File: config.mk
export PLATFORM = sky130hd
export DESIGN_NAME = gpio_ioc_unit
export DESIGN_NICKNAME = d
export VERILOG_FILES = /design/src/rtl/gpio_ioc_pkg.sv /design/src/rtl/gpio_ioc_sync.sv /design/src/rtl/gpio_ioc_port.sv /design/src/rtl/gpio_ioc_irq_out.sv /design/src/rtl/gpio_ioc_unit.sv
export SDC_FILE = /design/constraint.sdc
export NUM_CORES = 1
export LEC_CHECK = 0
export BUFFER_PORTS_ARGS = -buffer_cell sky130_fd_sc_hd__buf_4
export CORE_AREA = 2 2 147 149
export DETAILED_ROUTE_END_ITERATION = 10
export DIE_AREA = 0 0 149 151
export PLACE_DENSITY = 0.68
export SKIP_CTS_REPAIR_TIMING = 1
export SLEW_MARGIN = 20
export SYNTH_ARGS = -nofsm -noshare
export SYNTH_HDL_FRONTEND = slang
export SYNTH_HIERARCHICAL = 1
export SYNTH_SLANG_ARGS = --single-unit
File: constraint.sdc
create_clock -name clk -period 2.1 [get_ports clk]
set_input_delay 0.42 -clock clk [delete_from_list [all_inputs] [get_ports clk]]
set_output_delay 0.42 -clock clk [all_outputs]
set_load 0.005 [all_outputs]
File: src/rtl/gpio_ioc_pkg.sv
package gpio_ioc_pkg;
    localparam int SEL_W  = 4;
    localparam int ADDR_W = SEL_W + 1;
    localparam int NPORT  = 2;
    localparam int CTRL_W = 3;

    localparam int CTRL_MERGE = 0;
    localparam int CTRL_ACTHI = 1;
    localparam int CTRL_ODR   = 2;

    typedef enum logic [SEL_W-1:0] {
        SEL_DIR   = 4'd0,
        SEL_POL   = 4'd1,
        SEL_IEN   = 4'd2,
        SEL_MODE  = 4'd3,
        SEL_DEFV  = 4'd4,
        SEL_PULL  = 4'd5,
        SEL_FLAG  = 4'd6,
        SEL_CAPT  = 4'd7,
        SEL_PORT  = 4'd8,
        SEL_LATCH = 4'd9,
        SEL_CTRL  = 4'd10
    } sel_e;
endpackage

File: src/rtl/gpio_ioc_sync.sv
module gpio_ioc_sync #(
    parameter int W = 8
) (
    input  logic         clk,
    input  logic         rst_n,
    input  logic [W-1:0] d_i,
    output logic [W-1:0] q_o
);
    typedef struct packed {
        logic [W-1:0] s1;
        logic [W-1:0] s2;
    } sync_t;

    sync_t st_d, st_q;

    always_comb begin
        st_d    = st_q;
        st_d.s1 = d_i;
        st_d.s2 = st_q.s1;
    end

    always_ff @(posedge clk or negedge rst_n) begin
        if (!rst_n) st_q <= '0;
        else        st_q <= st_d;
    end

    assign q_o = st_q.s2;
endmodule

File: src/rtl/gpio_ioc_port.sv
module gpio_ioc_port
    import gpio_ioc_pkg::*;
#(
    parameter int W = 8
) (
    input  logic         clk,
    input  logic         rst_n,
    input  logic         wr_en,
    input  logic         rd_en,
    input  logic [SEL_W-1:0] sel,
    input  logic [W-1:0] wdata,
    input  logic [W-1:0] pin_sync,
    output logic [W-1:0] rdata,
    output logic [W-1:0] flag,
    output logic [W-1:0] capt,
    output logic [W-1:0] latch,
    output logic [W-1:0] dir
);
    typedef struct packed {
        logic [W-1:0] dir;
        logic [W-1:0] pol;
        logic [W-1:0] ien;
        logic [W-1:0] mode;
        logic [W-1:0] defv;
        logic [W-1:0] pull;
        logic [W-1:0] flag;
        logic [W-1:0] capt;
        logic [W-1:0] latch;
        logic [W-1:0] prev;
    } port_t;

    port_t        st_d, st_q;
    logic [W-1:0] in_val;
    logic [W-1:0] hit;
    logic         clr;

    always_comb begin
        in_val = pin_sync ^ st_q.pol;
        hit    = st_q.ien & ((st_q.mode & (in_val ^ st_q.defv)) |
                             (~st_q.mode & (in_val ^ st_q.prev)));
        clr    = rd_en && ((sel == SEL_CAPT) || (sel == SEL_PORT));

        st_d      = st_q;
        st_d.prev = in_val;

        if (clr) begin
            st_d.flag = '0;
        end else if ((st_q.flag == '0) && (hit != '0)) begin
            st_d.flag = hit;
            st_d.capt = in_val;
        end

        if (wr_en) begin
            case (sel)
                SEL_DIR:   st_d.dir   = wdata;
                SEL_POL:   st_d.pol   = wdata;
                SEL_IEN:   st_d.ien   = wdata;
                SEL_MODE:  st_d.mode  = wdata;
                SEL_DEFV:  st_d.defv  = wdata;
                SEL_PULL:  st_d.pull  = wdata;
                SEL_LATCH: st_d.latch = wdata;
                default:   ;
            endcase
        end

        case (sel)
            SEL_DIR:   rdata = st_q.dir;
            SEL_POL:   rdata = st_q.pol;
            SEL_IEN:   rdata = st_q.ien;
            SEL_MODE:  rdata = st_q.mode;
            SEL_DEFV:  rdata = st_q.defv;
            SEL_PULL:  rdata = st_q.pull;
            SEL_FLAG:  rdata = st_q.flag;
            SEL_CAPT:  rdata = st_q.capt;
            SEL_PORT:  rdata = in_val;
            SEL_LATCH: rdata = st_q.latch;
            default:   rdata = '0;
        endcase
    end

    always_ff @(posedge clk or negedge rst_n) begin
        if (!rst_n) begin
            st_q     <= '0;
            st_q.dir <= '1;
        end else begin
            st_q <= st_d;
        end
    end

    assign flag  = st_q.flag;
    assign capt  = st_q.capt;
    assign latch = st_q.latch;
    assign dir   = st_q.dir;
endmodule

File: src/rtl/gpio_ioc_irq_out.sv
module gpio_ioc_irq_out
    import gpio_ioc_pkg::*;
(
    input  logic [NPORT-1:0] raw,
    input  logic             merge,
    input  logic             act_hi,
    input  logic             odr,
    output logic [NPORT-1:0] int_o,
    output logic [NPORT-1:0] int_oe
);
    for (genvar k = 0; k < NPORT; k++) begin : g_line
        logic line;
        always_comb begin
            line      = merge ? (|raw) : raw[k];
            int_oe[k] = odr ? line : 1'b1;
            int_o[k]  = odr ? 1'b0 : (act_hi ? line : ~line);
        end
    end
endmodule

File: src/rtl/gpio_ioc_unit.sv
module gpio_ioc_unit
    import gpio_ioc_pkg::*;
#(
    parameter int PORT_W = 8
) (
    input  logic                      clk,
    input  logic                      rst_n,
    input  logic                      reg_we,
    input  logic                      reg_re,
    input  logic [ADDR_W-1:0]         reg_addr,
    input  logic [PORT_W-1:0]         reg_wdata,
    output logic [PORT_W-1:0]         reg_rdata,
    input  logic [NPORT*PORT_W-1:0]   pin_i,
    output logic [NPORT*PORT_W-1:0]   pin_o,
    output logic [NPORT*PORT_W-1:0]   pin_oe,
    output logic [NPORT-1:0]          int_o,
    output logic [NPORT-1:0]          int_oe
);
    localparam int TOT_W = NPORT * PORT_W;

    typedef struct packed {
        logic [CTRL_W-1:0] ctrl;
    } top_t;

    top_t                              st_d, st_q;
    logic [SEL_W-1:0]                  sel;
    logic                              psel;
    logic [TOT_W-1:0]                  pin_sync;
    logic [NPORT-1:0][PORT_W-1:0]      prd;
    logic [NPORT-1:0][PORT_W-1:0]      flag_vec;
    logic [NPORT-1:0][PORT_W-1:0]      capt_vec;
    logic [NPORT-1:0][PORT_W-1:0]      latch_vec;
    logic [NPORT-1:0][PORT_W-1:0]      dir_vec;
    logic [NPORT-1:0]                  raw;

    assign sel  = reg_addr[ADDR_W-1:1];
    assign psel = reg_addr[0];

    gpio_ioc_sync #(.W(TOT_W)) u_sync (
        .clk  (clk),
        .rst_n(rst_n),
        .d_i  (pin_i),
        .q_o  (pin_sync)
    );

    for (genvar p = 0; p < NPORT; p++) begin : g_port
        logic hit_me;
        assign hit_me = (psel == p[0]) && (sel != SEL_CTRL);

        gpio_ioc_port #(.W(PORT_W)) u_port (
            .clk     (clk),
            .rst_n   (rst_n),
            .wr_en   (reg_we && hit_me),
            .rd_en   (reg_re && hit_me),
            .sel     (sel),
            .wdata   (reg_wdata),
            .pin_sync(pin_sync[p*PORT_W +: PORT_W]),
            .rdata   (prd[p]),
            .flag    (flag_vec[p]),
            .capt    (capt_vec[p]),
            .latch   (latch_vec[p]),
            .dir     (dir_vec[p])
        );

        assign pin_o[p*PORT_W +: PORT_W]  = latch_vec[p];
        assign pin_oe[p*PORT_W +: PORT_W] = ~dir_vec[p];
        assign raw[p]                     = |flag_vec[p];
    end

    always_comb begin
        st_d = st_q;
        if (reg_we && (sel == SEL_CTRL)) st_d.ctrl = reg_wdata[CTRL_W-1:0];

        if (sel == SEL_CTRL) reg_rdata = {{(PORT_W-CTRL_W){1'b0}}, st_q.ctrl};
        else                 reg_rdata = prd[psel];
    end

    always_ff @(posedge clk or negedge rst_n) begin
        if (!rst_n) st_q <= '0;
        else        st_q <= st_d;
    end

    gpio_ioc_irq_out u_irq (
        .raw   (raw),
        .merge (st_q.ctrl[CTRL_MERGE]),
        .act_hi(st_q.ctrl[CTRL_ACTHI]),
        .odr   (st_q.ctrl[CTRL_ODR]),
        .int_o (int_o),
        .int_oe(int_oe)
    );
endmodule

* After elaboration in Yosys (flattened, before gate mapping)
Cells that the tools add are included. W data, S select, Z words.
Operators by class: magnitude comparators 1, eq/ne operators 11, mux-type cells 17, bitwise logic cells 23, reductions and logical operators 38
Operators with widths (count):
- $pmux W8 S10 | 2
- $and A8 B8 Y8 | 6
- $xor A8 B8 Y8 | 6
- $mux W8 | 5
- $mux W16 | 2
- $not A8 Y8 | 4
- $reduce_and A2 Y1 | 16
- $eq A4 B3 Y1 const B | 4
- $logic_not A8 Y1 | 2
- $or A8 B8 Y8 | 2
- $reduce_bool A8 Y1 | 2
- $reduce_or A16 Y1 | 1
- $reduce_or A8 Y1 | 2
- $eq A4 B4 Y1 const B | 3
- $logic_and A1 B1 Y1 | 11
- $eq A4 B2 Y1 const B | 2
- $mux W1 | 8
- $not A1 Y1 | 5
- $eq A4 B1 Y1 const B | 1
- $logic_not A4 Y1 | 1
- $ne A4 B4 Y1 const B | 1
- $reduce_bool A2 Y1 | 2
- $lt A1 B2 Y1 const B | 1
- $logic_or A1 B1 Y1 | 1
Storage, ports and cells: register bits 195, input bits 33, output and inout port bits 44, word-level logic and storage cells 113

* Longest topological paths before layout
Gate-level depths: netlist of run 1.
word-level depth 9, depth in mapped cells 10, depth with buffers taken out 8

* Cells and area by module
Netlist of run 1, hierarchy kept.
Modules (own cells, without submodules):
- gpio_ioc_port | times used 2, cells an instance 358, area each 4291.6 sq um, seq. area each 2011.9 sq um
- gpio_ioc_sync | times used 1, cells an instance 32, area each 800.8 sq um, seq. area each 800.8 sq um
- gpio_ioc_unit | times used 1, cells an instance 55, area each 410.4 sq um, seq. area each 75.1 sq um
- gpio_ioc_irq_out | times used 1, cells an instance 8, area each 50.0 sq um, seq. area each 0.0 sq um

* Worst setup path before layout of run 1
OpenSTA, ideal clock, no wires.
path kind input-to-output, start input reg_addr[3], end output reg_rdata[4], arrival 1.826 ns, required time 1.680 ns, slack -0.146 ns, cell stages on the path 9, buffers on the path 3, cells stage by stage buf_4 > clkbuf_1 > buf_1 > mux2i_1 > o22ai_1 > mux2i_1 > o21ai_0 > mux2i_1 > nor2_1
RTL lines:
- from (decl) | RTL line gpio_ioc_unit.sv:10 | input logic [ADDR_W-1:0] reg_addr,
- to (decl) | RTL line gpio_ioc_unit.sv:12 | output logic [PORT_W-1:0] reg_rdata,

==> results.tsv, run 1 <==
metric	value	unit
status	complete, but fails checks	
failing checks	setup timing	
Max stage delay cell, worst path	mux4_2	
final WL	26.8	mm
Die Y	151	um
total grt overflow	0	
RSZ-0062 raised after global routing	true	
clk sinks	195	
Critical Path AT	2.16	ns
number of top-level pins	77	
CTS tree	built	
Pwr Total	12.7	mW
Avg Inst Size Synth	12.2	um2
Relative slew margins	63.1	%
CTS clock-pin slew for the worst setup and hold paths	0.08	ns
die width	149	um
Initial Util	46.7	%
final worst path period share	123	%
PwrDens	1020	mW/mm2
CTS H-tree depth	4	
WP data required	1.68	ns
Diodes inserted	0	
number of global-route vias before repair	7150	
clk root buf	clkbuf_16	
placed cell count	1197	
CP dominant cell by count	nor2_1	
synthesized area	0.00972	mm2
Max clock buf depth	2	
routed length per placed instance	21.4	um
Mapped Nets	828	
final core occ	59.7	%
Worst path max stage delay	0.47	ns
Finished Layout Cells	1248	
cell family with the largest share of critical-path delay	multiplexers	
initial antenna violation count	0	
Hold Path Class	input port to flip-flop	
first-pass GRT wire length	41.0	mm
Max Cap Viol	0	
Post-DP HPWL	19.3	mm
leakage dissipation	5.73	nW
nature of the critical path endpoint	output pin	
Final Critical Period	2.58	ns
crit path launch type	flip-flop	
layout cell share with drive strength beyond 1	51.1	%
max-slew violation count	0	
port bufs	76	
area growth from synthesis to layout	27.8	%
Worst Max-Slew Pin Slew	0.553	ns
Routability Congestion	0.919	
Mapped Cells	795	
Place WS	-0.439	ns
crit-path cells	mux4_2, a21oi_2, nor2_1, a31oi_1, o21ai_1, mux2i_1, nor2_1, buf_4	
num rows	53	
largest net degree at the start of global routing	61	
cts bufs inserted	17	
drc violations	0	
gr usage total	24.5	%
Via Count	7096	
crit path setup slack, layout	-0.478	ns
final instance area	0.0124	mm2
DRT Pass-1 Iters	5	
clock skew	0.0126	ns
Core Area	0.0208	mm2
Detailed Route Iter0 Violations	572	
Total Nets Final	993	
area post-placement	0.0113	mm2
Die ar.	0.0225	mm2
Setup CP Type	flip-flop to output pin	
CP Max Fanout	2	
setup violators final	28	
Worst IR Drop VDD	0.528	mV
Yosys Warn Count	6	
clk_lat worst skew	0.45	ns
fmax	388	MHz
Hold Vio Cnt, Final	0	
ANT nets after route	0	
CP bufs+invs	1	
Avg Vias per Cell	5.69	
## cells in the final DEF (no fill, tap or decap), types with 6 or more instances in the layout
cell,count
nand3_1,12
mux2_2,133
o21ai_0,9
clkbuf_16,17
a32oi_1,6
nand2_1,15
buf_12,16
mux2i_1,34
and2_1,8
inv_1,18
mux2_4,20
a221oi_2,6
buf_6,9
a21oi_1,11
nor2b_1,12
dfrtp_1,176
o21ai_1,6
xor2_1,11
xnor2_1,13
a22o_1,12
dfstp_2,16
a31oi_1,16
buf_4,203
nor2_1,44
and3_1,6
a21oi_2,7
a22oi_1,21
nor3_1,8
## path summary, 6_finish.rpt
| check | from | to | slack, ns | depth (start not counted) |
|---|---|---|---|---|
| worst min register to register | u_sync/st_d[4] | u_sync/q_o[4] | 0.35 | 0 |
| max in group asynchronous | rst_n | g_port[1].u_port/dir[7] | 0.85 | 3 |
| worst max-delay path | g_port[1].u_port/st_q[67] | reg_rdata[3] | -0.48 | 8 |
| min in group asynchronous | rst_n | u_sync/st_d[3] | 0.54 | 2 |
| worst min-delay path | pin_i[5] | u_sync/st_d[5] | 0.07 | 1 |
| worst max register to register | g_port[0].u_port/st_q[54] | g_port[0].u_port/capt[1] | -0.09 | 7 |
## flip-flops by register name, indices dropped and copies added (netlist names)
register             flops
g_port.u_port/st_q      96
g_port.u_port/capt      16
g_port.u_port/dir       16
g_port.u_port/flag      16
g_port.u_port/latch     16
u_sync/q_o              16
u_sync/st_d             16
st_q                     3
## power breakdown
group | internal (mW) | switching (mW)
Clock | 1.79 | 1.57
Combinational | 2.25 | 1.70
Sequential | 4.60 | 0.774
Total | 8.64 | 4.04
## metrics by stage
step | hold slack (ns) | TNS [ns]
after floorplan | 0.124 | 0
after global placement | 0.332 | -23.84
after detailed placement | 0.336 | -25.93
after CTS | -0.0182 | -5.69
after global routing | 0.0546 | -6.47
final | 0.0730 | -4.53
## layer usage
metal	vias to the layer above	GRT usage [%]	share of wire, %
met5	-	0	0
met4	0	7.10	1.3
met3	32	5.63	5.9
met2	265	38.2	46
met1	3617	34.2	46
li1	3182	-	-
## final cells by class
cell class | count | area (um2)
sequential | 195 | 4900
clock buffer | 17 | 425
clock inverter | 15 | 170
timing repair buffer | 230 | 1970
fill | 1728 | 8390
tap | 275 | 344
multi-input combinational | 496 | 4540
inverter | 20 | 75.1
Note: power is estimated with default switching activity, not from simulation.
==> run 2, diff against run 1 <==
--- a/config.mk
+++ b/config.mk
@@ -9,7 +9,7 @@
 export CORE_AREA = 2 2 147 149
 export DETAILED_ROUTE_END_ITERATION = 10
 export DIE_AREA = 0 0 149 151
-export PLACE_DENSITY = 0.68
+export PLACE_DENSITY = 0.65
 export SKIP_CTS_REPAIR_TIMING = 1
 export SLEW_MARGIN = 20
 export SYNTH_ARGS = -nofsm -noshare
==> constraint.sdc (replaced) <==
create_clock -name clk -period 3.25 [get_ports clk]
set_input_delay 0.65 -clock clk [delete_from_list [all_inputs] [get_ports clk]]
set_output_delay 0.65 -clock clk [all_outputs]
set_load 0.005 [all_outputs]
==> run 2 against run 1 <==
  * The run now ends clean
  * Non-clock buffer count is 96 lower
  * First-iteration DRC count is 15% higher
  * Via count is 6.5% lower
  * Clock skew is 0.0043 ns lower
  * Die area stayed put
  * Critical path type is now input port to output pin
  * Largest power group unchanged
  * Highest routed layer unchanged
==> results.tsv, run 2 (synthesis results as in run 1) <==
metric	value	unit
Max stage delay cell, worst path	nor2b_1	
Sw Pwr	2.25	mW
layout cell share with drive strength beyond 1	39.9	%
cts bufs inserted	17	
Worst Max-Slew Pin Slew	0.812	ns
DRT Pass-1 Iters	6	
routed length per placed instance	22.0	um
worst r2r dst	g_port[1].u_port/capt[5]	
R2R Setup Slk	0.62	ns
area growth from synthesis to layout	15.5	%
clk root buf	clkbuf_16	
first-pass GRT wire length	39.3	mm
Largest Register	g_port.u_port/st_q	
Pwr Total	7.62	mW
clk_lat worst skew	0.43	ns
# fillers	1830	
Logic pwr share	25.0	%
RR Startpoint	u_sync/q_o[14]	
crit-path cells	buf_4, nor2b_1, and2_1, a22oi_1, o221ai_1, mux2i_1, o21ai_0, buf_4	
Critical Path Sink	reg_rdata[1]	
crit path from	reg_addr[1]	
Diodes inserted	0	
Post-DP HPWL	17.8	mm
crit path launch type	input port	
Routability Congestion	0.932	
largest net degree at the start of global routing	91	
Via Count	6638	
max reg flops	96	
die width	149	um
Worst IR Drop VDD	0.355	mV
drc violations	0	
Final Critical Period	3.12	ns
max-slew violation count	0	
area post-placement	0.0106	mm2
ANT nets after route	0	
Finished Layout Cells	1152	
clk sinks	195	
Reg2Reg Depth	6	
cell family with the largest share of critical-path delay	simple AND/OR/NAND/NOR gates	
number of global-route vias before repair	6548	
status	complete, no violations	
Hold Path Class	input port to async pin	
Hold Vio Cnt, Final	0	
final core occ	53.9	%
final instance area	0.0112	mm2
clock skew	0.00832	ns
CTS clock-pin slew for the worst setup and hold paths	0.06	ns
crit path setup slack, layout	0.128	ns
CP dominant cell by count	buf_4	
Max Cap Viol	0	
Switching Fraction	29.6	%
final WL	25.4	mm
Worst path max stage delay	0.35	ns
setup TNS	0	ns
Detailed Route Iter0 Violations	657	
RSZ-0062 raised after global routing	false	
setup violators final	0	
WP data required	2.60	ns
port bufs	76	
commonest non-fill, non-tap cell in the layout	dfrtp_1	
fmax	320	MHz
register share of total power	45.3	%
number of top-level pins	77	
final worst path period share	96.0	%
Critical Path AT	2.47	ns
initial antenna violation count	0	
internal power	5.37	mW
CP bufs+invs	2	
Die Y	151	um
gr usage total	23.6	%
num rows	53	
CP Max Fanout	25	
Max clock buf depth	2	
most frequent cells in the layout	179 x dfrtp_1, 134 x mux2_2, 129 x buf_4	
placed cell count	1120	
Initial Util	46.7	%
Core Area	0.0208	mm2
Crit. path cell count	8	
Setup CP Type	input port to output pin	
leakage dissipation	5.12	nW
clock group share of total power	29.7	%
Total Nets Final	897	
PwrDens	679	mW/mm2
CTS tree	built	
nature of the critical path endpoint	output pin	
WHS	0.248	ns
CTS H-tree depth	4	
Die ar.	0.0225	mm2
Avg Vias per Cell	5.76	
total grt overflow	0	
Place WS	0.125	ns
Relative slew margins	45.9	%
[run 2: cell count changes in the layout (fill, tap and decap cells not counted), moves of 7 or more]
cell / change
buf_4: -74
buf_12: -14
a21oi_1: +9
a21oi_2: -7
buf_6: -7
clkbuf_8: +7
[run 2: routing by layer]
layer  vias to the layer above  track usage, %  wire length (um)  share of wire, %
met4                         0            6.38               301               1.2
met1                      3347            36.3             12300                49
met2                       283            34.4             11000                43
met3                        27            4.16              1750               6.9
li1                       2981               -                 -                 -
met5                         -               0                 0                 0
[run 2: worst min path at each step]
stage / slack, ns / end
6_report: 0.25 / u_sync/q_o[3]
5_1_grt: 0.30 / u_sync/st_d[3]
4_1_cts: 0.30 / u_sync/q_o[3]
3_5_place_dp: 0.33 / u_sync/q_o[12]
3_3_place_gp: 0.33 / u_sync/q_o[14]
2_1_floorplan: 0.33 / u_sync/q_o[0]
[run 2: power groups by stage]
stage               clock network (mW)  registers [mW]  logic [mW]
finish                            2.27            3.45        1.91
global route                      2.41            3.52        2.07
CTS                               2.31            3.44        1.91
detailed placement                   0            3.48        1.89
global placement                     0            3.48        1.86
floorplan                            0            3.30        1.58
[run 2: final cells by class]
| type | count | area [um2] | share of cell area [%] |
|---|---|---|---|
| Inverter | 20 | 75.1 | 0.669 |
| Clock inverter | 6 | 114 | 1.01 |
| Tap cell | 275 | 344 | 3.06 |
| Multi-Input combinational cell | 496 | 4220 | 37.6 |
| Timing Repair Buffer | 134 | 1040 | 9.30 |
| Sequential cell | 195 | 4900 | 43.6 |
| Clock buffer | 26 | 529 | 4.71 |
[run 2: worst reg2reg max path, cell delays in order (launching register included)]
cell      delay [ns]
dfrtp_1         0.40
xor2_2          0.33
xnor2_1         0.20
a22o_1          0.27
a221oi_2        0.22
a311o_1         0.75
mux2_4          0.35
